## src/rtl/rtt_pkg.sv

```systemverilog
// Package: shared types of the reload-table timer.
// Assumes nothing beyond the standard language.
package rtt_pkg;

    // Which source feeds the reload register at a given edge.
    typedef enum logic [1:0] {
        SRC_HOLD  = 2'd0,
        SRC_TABLE = 2'd1,
        SRC_SOFT  = 2'd2,
        SRC_DIRECT = 2'd3
    } reload_src_e;

endpackage

```

## src/rtl/rtt_counter.sv

```systemverilog
// Module: rtt_counter
// Up-counter from zero to the active reload value inclusive. It signals a wrap
// combinationally and registers the update pulse. Assumes the reload value
// changes only at a wrap or while disabled.
module rtt_counter #(
    parameter int CNT_W = 16
) (
    input  logic             clk,
    input  logic             rst_n,
    input  logic             en,
    input  logic [CNT_W-1:0] active,
    output logic             wrap,
    output logic             update_o
);

    logic [CNT_W-1:0] cnt_q;

    // Wrap happens on the cycle where the count sits at the reload value.
    always_comb wrap = en && (cnt_q == active);

    // Count while enabled, hold at zero while off, pulse after each wrap.
    always_ff @(posedge clk) begin
        if (!rst_n) begin
            cnt_q    <= '0;
            update_o <= 1'b0;
        end else if (!en) begin
            cnt_q    <= '0;
            update_o <= 1'b0;
        end else if (wrap) begin
            cnt_q    <= '0;
            update_o <= 1'b1;
        end else begin
            cnt_q    <= cnt_q + 1'b1;
            update_o <= 1'b0;
        end
    end

    // the count never passes the reload value
    a_r2_cnt_in_range: assert property (@(posedge clk) disable iff (!rst_n)
        cnt_q <= active);

    // an update pulse always marks the start of a fresh period
    a_r2_pulse_at_zero: assert property (@(posedge clk) disable iff (!rst_n)
        update_o |-> (cnt_q == '0));

    // disabled means quiet and held at zero on the next cycle
    a_r3_quiet_when_off: assert property (@(posedge clk) disable iff (!rst_n)
        !en |=> (!update_o && cnt_q == '0));

endmodule

```

## src/rtl/rtt_table.sv

```systemverilog
// Module: rtt_table
// Small table of reload values with a read pointer. On a wrap it offers the
// entry at the pointer and advances. Assumes TBL_DEPTH >= 2 and that writes
// use an index below TBL_DEPTH.
module rtt_table #(
    parameter int CNT_W     = 16,
    parameter int TBL_DEPTH = 4,
    localparam int IDX_W    = $clog2(TBL_DEPTH),
    localparam int LEN_W    = $clog2(TBL_DEPTH + 1)
) (
    input  logic             clk,
    input  logic             rst_n,
    input  logic             wr,
    input  logic [IDX_W-1:0] idx,
    input  logic [CNT_W-1:0] val,
    input  logic [LEN_W-1:0] len,
    input  logic             rearm,
    input  logic             wrap,
    output logic             fetch_valid,
    output logic [CNT_W-1:0] fetch_data
);

    localparam logic [LEN_W-1:0] DEPTH_L = LEN_W'(TBL_DEPTH);

    logic [CNT_W-1:0] mem_q [TBL_DEPTH];
    logic [LEN_W-1:0] ptr_q;
    logic [LEN_W-1:0] eff_ptr;
    logic [LEN_W-1:0] eff_len;

    // Storage for each entry, one register per slot.
    for (genvar g = 0; g < TBL_DEPTH; g++) begin : g_slot
        // Capture a write addressed to this slot.
        always_ff @(posedge clk) begin
            if (!rst_n)
                mem_q[g] <= '0;
            else if (wr && (idx == IDX_W'(g)))
                mem_q[g] <= val;
        end
    end

    // Clamp the length, apply a rearm that coincides with a wrap, and select the entry.
    always_comb begin
        eff_len     = (len > DEPTH_L) ? DEPTH_L : len;
        eff_ptr     = rearm ? '0 : ptr_q;
        fetch_valid = eff_ptr < eff_len;
        fetch_data  = mem_q[eff_ptr[IDX_W-1:0]];
    end

    // Advance the pointer on a fetching wrap, or reset it on a rearm.
    always_ff @(posedge clk) begin
        if (!rst_n)
            ptr_q <= '0;
        else if (wrap && fetch_valid)
            ptr_q <= eff_ptr + 1'b1;
        else
            ptr_q <= eff_ptr;
    end

    // pointer never runs past the table depth
    a_r9_ptr_bound: assert property (@(posedge clk) disable iff (!rst_n)
        ptr_q <= DEPTH_L);

    // a fetching wrap moves the pointer exactly one entry on
    a_r4_ptr_step: assert property (@(posedge clk) disable iff (!rst_n)
        (wrap && fetch_valid) |=> ptr_q == $past(eff_ptr) + 1'b1);

    // a rearm without a wrap leaves the pointer at entry zero
    a_r8_rearm_zero: assert property (@(posedge clk) disable iff (!rst_n)
        (rearm && !wrap) |=> ptr_q == '0);

endmodule

```

## src/rtl/rtt_reload.sv

```systemverilog
// Module: rtt_reload
// Reload register with a held software value. A wrap loads a table entry if
// one is offered, else a held software write. While stopped, software writes
// go straight in. Assumes wrap only asserts while enabled.
module rtt_reload
    import rtt_pkg::*;
#(
    parameter int               CNT_W      = 16,
    parameter logic [CNT_W-1:0] RST_RELOAD = '1
) (
    input  logic             clk,
    input  logic             rst_n,
    input  logic             en,
    input  logic             wrap,
    input  logic             sw_wr,
    input  logic [CNT_W-1:0] sw_data,
    input  logic             fetch_valid,
    input  logic [CNT_W-1:0] fetch_data,
    output logic [CNT_W-1:0] active
);

    logic [CNT_W-1:0] hold_q;
    logic             pend_q;
    reload_src_e      src;

    // Pick the source for this edge: direct write, table, held write or keep.
    always_comb begin
        if (!en)
            src = sw_wr ? SRC_DIRECT : SRC_HOLD;
        else if (wrap && fetch_valid)
            src = SRC_TABLE;
        else if (wrap && pend_q)
            src = SRC_SOFT;
        else
            src = SRC_HOLD;
    end

    // Update the reload register from the chosen source.
    always_ff @(posedge clk) begin
        if (!rst_n)
            active <= RST_RELOAD;
        else begin
            unique case (src)
                SRC_DIRECT: active <= sw_data;
                SRC_TABLE:  active <= fetch_data;
                SRC_SOFT:   active <= hold_q;
                default:    active <= active;
            endcase
        end
    end

    // Keep the latest running-time software write until it is consumed.
    always_ff @(posedge clk) begin
        if (!rst_n) begin
            hold_q <= '0;
            pend_q <= 1'b0;
        end else if (!en) begin
            pend_q <= 1'b0;
        end else if (sw_wr) begin
            hold_q <= sw_data;
            pend_q <= 1'b1;
        end else if (src == SRC_SOFT) begin
            pend_q <= 1'b0;
        end
    end

    // while running, the reload value moves only at a wrap
    a_r5_steady_between_wraps: assert property (@(posedge clk) disable iff (!rst_n)
        (en && !wrap) |=> active == $past(active));

    // a stopped-time write is in force on the next cycle
    a_r6_direct_write: assert property (@(posedge clk) disable iff (!rst_n)
        (!en && sw_wr) |=> active == $past(sw_data));

    // a table entry outranks a held write at the same wrap
    a_r7_table_first: assert property (@(posedge clk) disable iff (!rst_n)
        (en && wrap && fetch_valid) |=> active == $past(fetch_data));

endmodule

```

## src/rtl/reload_table_timer.sv

```systemverilog
// Module: reload_table_timer (top)
// Timer whose wrap pulse triggers a conversion group and whose period comes
// from a preloaded table, one entry per wrap. Assumes synchronous reset and
// table indices below TBL_DEPTH.
module reload_table_timer #(
    parameter int               CNT_W      = 16,
    parameter int               TBL_DEPTH  = 4,
    parameter logic [CNT_W-1:0] RST_RELOAD = CNT_W'(999),
    localparam int              IDX_W      = $clog2(TBL_DEPTH),
    localparam int              LEN_W      = $clog2(TBL_DEPTH + 1)
) (
    input  logic             clk,
    input  logic             rst_n,
    input  logic             run_en_i,
    input  logic             sw_wr_i,
    input  logic [CNT_W-1:0] sw_reload_i,
    input  logic             tbl_wr_i,
    input  logic [IDX_W-1:0] tbl_idx_i,
    input  logic [CNT_W-1:0] tbl_val_i,
    input  logic [LEN_W-1:0] tbl_len_i,
    input  logic             rearm_i,
    output logic             update_o,
    output logic [CNT_W-1:0] reload_o
);

    logic             wrap;
    logic             fetch_valid;
    logic [CNT_W-1:0] fetch_data;

    rtt_counter #(.CNT_W(CNT_W)) u_cnt (
        .clk      (clk),
        .rst_n    (rst_n),
        .en       (run_en_i),
        .active   (reload_o),
        .wrap     (wrap),
        .update_o (update_o)
    );

    rtt_table #(.CNT_W(CNT_W), .TBL_DEPTH(TBL_DEPTH)) u_tbl (
        .clk         (clk),
        .rst_n       (rst_n),
        .wr          (tbl_wr_i),
        .idx         (tbl_idx_i),
        .val         (tbl_val_i),
        .len         (tbl_len_i),
        .rearm       (rearm_i),
        .wrap        (wrap),
        .fetch_valid (fetch_valid),
        .fetch_data  (fetch_data)
    );

    rtt_reload #(.CNT_W(CNT_W), .RST_RELOAD(RST_RELOAD)) u_rld (
        .clk         (clk),
        .rst_n       (rst_n),
        .en          (run_en_i),
        .wrap        (wrap),
        .sw_wr       (sw_wr_i),
        .sw_data     (sw_reload_i),
        .fetch_valid (fetch_valid),
        .fetch_data  (fetch_data),
        .active      (reload_o)
    );

    // reset leaves the pulse low and the reload at its reset value
    a_r1_reset_state: assert property (@(posedge clk)
        !rst_n |=> (!update_o && reload_o == RST_RELOAD));

endmodule

```

## config.mk

```make
export PLATFORM = sky130hd
export DESIGN_NAME = reload_table_timer
export DESIGN_NICKNAME = d
export VERILOG_FILES = /design/src/rtl/rtt_pkg.sv /design/src/rtl/rtt_counter.sv /design/src/rtl/rtt_table.sv /design/src/rtl/rtt_reload.sv /design/src/rtl/reload_table_timer.sv
export SDC_FILE = /design/constraint.sdc
export NUM_CORES = 1
export LEC_CHECK = 0
export ABC_AREA = 0
export BUFFER_PORTS_ARGS = -buffer_cell sky130_fd_sc_hd__buf_2
export CAP_MARGIN = 25
export CELL_PAD_IN_SITES_DETAIL_PLACEMENT = 1
export CELL_PAD_IN_SITES_GLOBAL_PLACEMENT = 1
export CORE_MARGIN = 2
export CORE_UTILIZATION = 45
export CTS_CLUSTER_SIZE = 10
export DETAILED_ROUTE_END_ITERATION = 6
export PLACE_DENSITY = 0.82
export RECOVER_POWER = 100
export SLEW_MARGIN = 20
export SYNTH_ARGS = -nofsm -noshare
export SYNTH_HDL_FRONTEND = slang
export SYNTH_SLANG_ARGS = --single-unit
```

## constraint.sdc

```tcl
create_clock -name clk -period 4.1 [get_ports clk]
set_input_delay 0.41 -clock clk [delete_from_list [all_inputs] [get_ports clk]]
set_output_delay 0.41 -clock clk [all_outputs]
set_load 0.03 [all_outputs]
```

## Yosys cells after proc, flatten, opt, wreduce, memory -nomap -nowiden

Memory sizes are Yosys's and may differ from the RTL's.
Index checks and enable logic that the tools add are counted.

| word-level totals | value |
|---|---|
| bits in registers | 53 |
| bits in latches | 0 |
| RAM bits | 64 |
| bits in read-only memories | 0 |
| bits of input ports | 43 |
| output and inout bits | 17 |
| word-level logic and storage cells | 65 |
| memories kept | 1 |

| operators by class | value |
|---|---|
| $add $sub $neg | 2 |
| multipliers | 0 |
| divide/modulo/power cells | 0 |
| order comparisons | 2 |
| equality and inequality tests | 7 |
| shift-type cells | 0 |
| multiplexer cells | 28 |
| bitwise operators | 6 |
| reduce and logical (&&, ||, !) cells | 13 |

Memories:

| name | words | width | read ports | clocked after Yosys merged registers in | write ports | RTL line | text |
|---|---|---|---|---|---|---|---|
| u_tbl.mem_q | 4 | 16 | 1 | 0 | 4 | rtt_table.sv:25 | `logic [CNT_W-1:0] mem_q [TBL_DEPTH];` |

Operator list:

| cell | number |
|---|---|
| 2-to-1 mux 16 bit | 4 |
| case mux 16 bit (3 select lines) | 1 |
| adder 16 x 1 -> 16 bit (second input constant) | 1 |
| == test 16 bit | 1 |
| 2-to-1 mux 1 bit | 16 |
| 2-to-1 mux 3 bit | 3 |
| == test 2 bit (second input constant) | 4 |
| 2-to-1 mux 2 bit | 4 |
| logical AND 1 bit | 7 |
| == test 2 x 1 -> 1 bit (second input constant) | 2 |
| OR 1 bit | 4 |
| AND reduction 2 bit | 2 |
| adder 3 x 1 -> 3 bit (second input constant) | 1 |
| greater-than comparator 3 bit (second input constant) | 1 |
| < comparator 3 bit | 1 |
| nonzero test 3 bit | 1 |
| OR reduction 3 bit | 1 |
| logical NOT 2 bit | 1 |
| inverter 1 bit | 2 |
| nonzero test 2 bit | 1 |

## Longest topological paths before layout

| logic depth | value |
|---|---|
| depth in word-level cells | 9 |
| gate-level depth with buffers | 16 |
| mapped depth without buffers | 14 |

## Cells and area by module

Synthesis repeated with hierarchy kept, for this count alone.

| unflattened totals | value |
|---|---|
| cells, all modules | 550 |
| area, all modules | 5657.9 um^2 |

By module, submodules not included:

| module | instances | cells each | area an instance (um^2) | sequential area each (um^2) |
|---|---|---|---|---|
| rtt_table | 1 | 264 | 3129.3 | 1981.9 |
| rtt_reload | 1 | 185 | 1574.0 | 660.6 |
| rtt_counter | 1 | 101 | 954.7 | 340.3 |

## Least setup slack after synthesis

Ideal clock, no wire load.

| timing path | value |
|---|---|
| kind | input -> register |
| from | in rearm_i |
| to | reg u_rld.active[9] |
| setup time | 0.106 ns |
| arrival time | 3.211 ns |
| data required time | 3.994 ns |
| setup slack | 0.784 ns |
| cell stages on the path | 15 |
| path buffers | 3 |
| cells stage by stage | inv_1 nand2_1 clkinv_1 clkbuf_1 ha_1 nand2_1 a31o_2 and2_1 nand3b_1 o21ai_0 ha_1 clkbuf_1 clkbuf_1 a211oi_1 o311ai_0 |

| between the ends | value |
|---|---|
| cells in the longest elaborated chain, start to end | 7 |
| elaborated cells between the ends (all ways) | 11 |
| those cells by class | 1 x order compare; 3 x eq/ne; 4 x mux; 2 x reduce/logical; 1 x memory |

Ends and longest elaborated chain:

| what | RTL line | text |
|---|---|---|
| from (decl) | reload_table_timer.sv:21 | `input logic rearm_i,` |
| 2-to-1 mux 3 bit (*) | rtt_table.sv:44 | `eff_ptr = rearm ? '0 : ptr_q;` |
| < comparator 3 bit | rtt_table.sv:45 | `fetch_valid = eff_ptr < eff_len;` |
| logical AND 1 bit | rtt_reload.sv:30 | `else if (wrap && fetch_valid)` |
| 2-to-1 mux 2 bit | rtt_reload.sv:30 |  |
| 2-to-1 mux 2 bit | rtt_reload.sv:28 | `if (!en)` |
| == test 2 bit or == test 2 x 1 -> 1 bit (tied branches) | rtt_reload.sv:43 | `unique case (src)` |
| case mux 16 bit (3 select lines) or nonzero test 3 bit (tied branches) | - |  |
| to (signal assigned) | rtt_reload.sv:44 | `SRC_DIRECT: active <= sw_data;` |
| to (signal assigned) | rtt_reload.sv:45 | `SRC_TABLE: active <= fetch_data;` |
| to (signal assigned) | rtt_reload.sv:46 | `SRC_SOFT: active <= hold_q;` |
| to (decl) | rtt_reload.sv:19 | `output logic [CNT_W-1:0] active` |

Every way passes the cells marked *; elsewhere a longest branch is shown, timed or not.
A chain may end at the register's enable or synchronous reset.

## Final worst setup path

| timing path | value |
|---|---|
| from | reg u_tbl.ptr_q[1] |
| to | reg u_rld.active[2] |

| between the ends | value |
|---|---|
| cells in the longest elaborated chain, start to end | 7 |
| elaborated cells between the ends (all ways) | 11 |
| those cells by class | 1 x order compare; 3 x eq/ne; 4 x mux; 2 x reduce/logical; 1 x memory |

Ends and longest elaborated chain:

| what | RTL line | text |
|---|---|---|
| from (decl) | rtt_table.sv:26 | `logic [LEN_W-1:0] ptr_q;` |
| from (signal assigned) | rtt_table.sv:54 | `ptr_q <= eff_ptr + 1'b1;` |
| from (signal assigned) | rtt_table.sv:56 | `ptr_q <= eff_ptr;` |
| 2-to-1 mux 3 bit (*) | rtt_table.sv:44 |  |
| < comparator 3 bit | rtt_table.sv:45 |  |
| logical AND 1 bit | rtt_reload.sv:30 |  |
| 2-to-1 mux 2 bit | rtt_reload.sv:30 |  |
| 2-to-1 mux 2 bit | rtt_reload.sv:28 |  |
| == test 2 bit or == test 2 x 1 -> 1 bit (tied branches) | rtt_reload.sv:43 |  |
| case mux 16 bit (3 select lines) or nonzero test 3 bit (tied branches) | - |  |

Marks and branches as above.

==> impl_metrics.toml <==
[status]
status = "complete, no violations"

[die]
rows = 40
fp.dieH_um = 114
io-pin-count = 60
start_util = 0.457
dieWidth_um = 114
coreArea_mm2 = 0.0120
die_area_mm2 = 0.0131

[synthesis]
synth_top_cell_by_area = "edfxtp_1"
netlist_area_mm2 = 0.00547
ys_seq_elements = 117
async_flop_share = 0
yosysMostFrequentCell = "nand2_1"
synthesis.instances = 550
ys_seq_area_frac = 0.545
yosys-top-cells-count = "87 x nand2_1, 67 x and2_1, 64 x edfxtp_1"
avgSynthCellArea_um2 = 9.94
synth_cell_types = 38
ys.flop_type = "edfxtp_1"
synthTopCellsByArea = "edfxtp_1 35%, dfxtp_1 19%, and2_1 7.7%, nand2_1 6.0%, mux2i_1 2.9%"
synth_edf_count = 64
yosys.area.top_type_share = 0.351
yosys_warnings = 0
synth_nets = 600

[power_and_ir_drop]
total_power_mw = 3.04
peakVddDrop_v = 0.000283
p_leak_nw = 2.26
power_density_mw_per_mm2 = 474

[clocking]
path_clk_slew_ns = 0.05
clock_latency_ns = 0.43
cts.path.max_buffers = 2
htreeDepth = 4
cts_buffers = 17
cts_hold_buf = 0
cts_tree = "built"
clock_sinks = 117
root_buffer = "clkbuf_16"
cts_resized = 0
post_cts_buffers = 0

[place]
port_buffers = 59
pre_cts_ws_ns = 0.421
hpwl_mm = 10.6
place_area_mm2 = 0.00590
routabilityCongestion = 0.861

[route]
ant_nets = 0
post_drt_wl_per_cell_um = 19.6
drc = 0
vias_per_cell = 5.66
drt_first_pass_iters = 5
drtIter0Drc = 291
routed_wl_mm = 15.1
vias = 4357

[worst_setup_path]
cp_max_fo = 16
cp-end-kind = "register"
rr_endpoint = "u_rld.active[2]"
reg2reg_from = "u_tbl.ptr_q[1]"
crit_path_start_kind = "register"
r2r_cells = 13
path_class = "reg -> reg"
ff2ff_setup_slack_ns = 0.69
arrival_ns = 3.71
required_ns = 4.40

[grt]
grt_usage = 0.244
grt_pass1_vias = 4567
grt_pass1_wl_mm = 24.0
overflow = 0
grt_max_degree = 28
antenna_found_initial = 0

[timing]
min_period_ns = 3.41
worst_pin_slew_ns = 1.37
fin_crit_sh = 0.831
fmax_mhz = 294
rsz0062_at_grt = "no"
finalHoldViolations = 0
setup_viol = 0
slew_violations = 0
relSlewSlack = 0.0784
clock_skew_ns = 0.0134
layout_setup_ws_ns = 0.693
fin_tns_setup_ns = 0

[finish]
stdcell_area_mm2 = 0.00643
post-route-util = 0.537
fin_nets = 660
drive_gt1_frac = 0.119
area_growth_pct = 17.5
antennaDiodeCount = 0

[worst_hold_path]
whs_endpoint = "u_rld.hold_q[8]"
whs_path_depth = 3
hold_path_startpoint = "sw_reload_i[8]"
hold_class = "in -> reg"

[flow_run]
cap_violations = 0
cells in the final DEF (no fill, tap or decap), types with 9 or more instances in the layout:
cell | synthesis | layout
a21oi_1 | 21 | 21
and2_0 | 0 | 55
and2_1 | 67 | 12
buf_2 | 4 | 40
clkbuf_1 | 23 | 28
clkbuf_16 | 0 | 17
dfxtp_1 | 53 | 53
edfxtp_1 | 64 | 64
inv_1 | 18 | 18
mux2i_1 | 16 | 16
nand2_1 | 87 | 87
nand3_1 | 25 | 25
nor2_1 | 35 | 35
nor2b_1 | 9 | 9
o21ai_0 | 15 | 15
xnor2_1 | 16 | 16
xor2_1 | 11 | 11
worst max path at each step:
stage	start	to	cells after the start
floorplan	rearm_i	u_rld.active[9]	15
global placement	rearm_i	u_rld.active[8]	15
detailed placement	rearm_i	u_rld.active[2]	15
CTS	u_tbl.ptr_q[1]	u_rld.active[2]	13
global route	u_tbl.ptr_q[1]	u_rld.active[2]	13
finish	u_tbl.ptr_q[1]	u_rld.active[2]	13
layer usage:
layer	part of all wire	GRT usage
met3	0.046	0.0614
met1	0.43	0.302
met2	0.50	0.408
met4	0.022	0.103
met5	0	0
worst max-delay path: stages (launching register included):
cell and delay, ns:
dfxtp_1 0.31, nand2_1 0.23, clkinv_1 0.16, ha_1 0.31
nand2_1 0.07, a31o_2 0.12, and2_0 0.23, nand3b_1 0.18
o21a_1 0.17, ha_1 0.50, o21ai_0 0.18, a221oi_1 0.34
a211oi_1 0.10, o311ai_0 0.39
state kept, by name, indices dropped and copies added (netlist names):
signal,flops
u_tbl.ptr_q,3
u_rld.hold_q,16
u_rld.active,16
u_cnt.cnt_q,16
u_tbl.mem_q,64
u_rld.pend_q,1
u_cnt.update_o,1
logic make-up after synthesis:
family | after synthesis | synth area share
adders and majority gates | 7 | 0.0160
xor gates and xnor gates | 27 | 0.0432
buffers and inverters | 48 | 0.0339
DFF | 117 | 0.545
and+or+nand+nor | 244 | 0.218
AOI/OAI and AO/OA | 91 | 0.114
muxes | 16 | 0.0293
metrics by stage:
stage | std cells | hold slack [ns]
5_1_grt | 770 | 0.249
3_3_place_gp | 737 | 0.443
4_1_cts | 769 | 0.234
2_1_floorplan | 550 | 0.437
6_report | 770 | 0.254
3_5_place_dp | 737 | 0.451
report_power, final:
group	internal [mW]	switching [mW]
Combinational	0.0852	0.173
Clock	0.903	0.528
Sequential	1.31	0.0429
Total	2.30	0.744
cell type report:
cell class                      count  area, um2
Sequential cell                   117       2980
Clock buffer                       22        454
Multi-Input combinational cell    385       2300
Fill cell                        1351       5530
Timing Repair Buffer               68        320
Inverter                           21       78.8
Tap cell                          147        184
Clock inverter                     10        110
(Power assumes the default switching activity.)
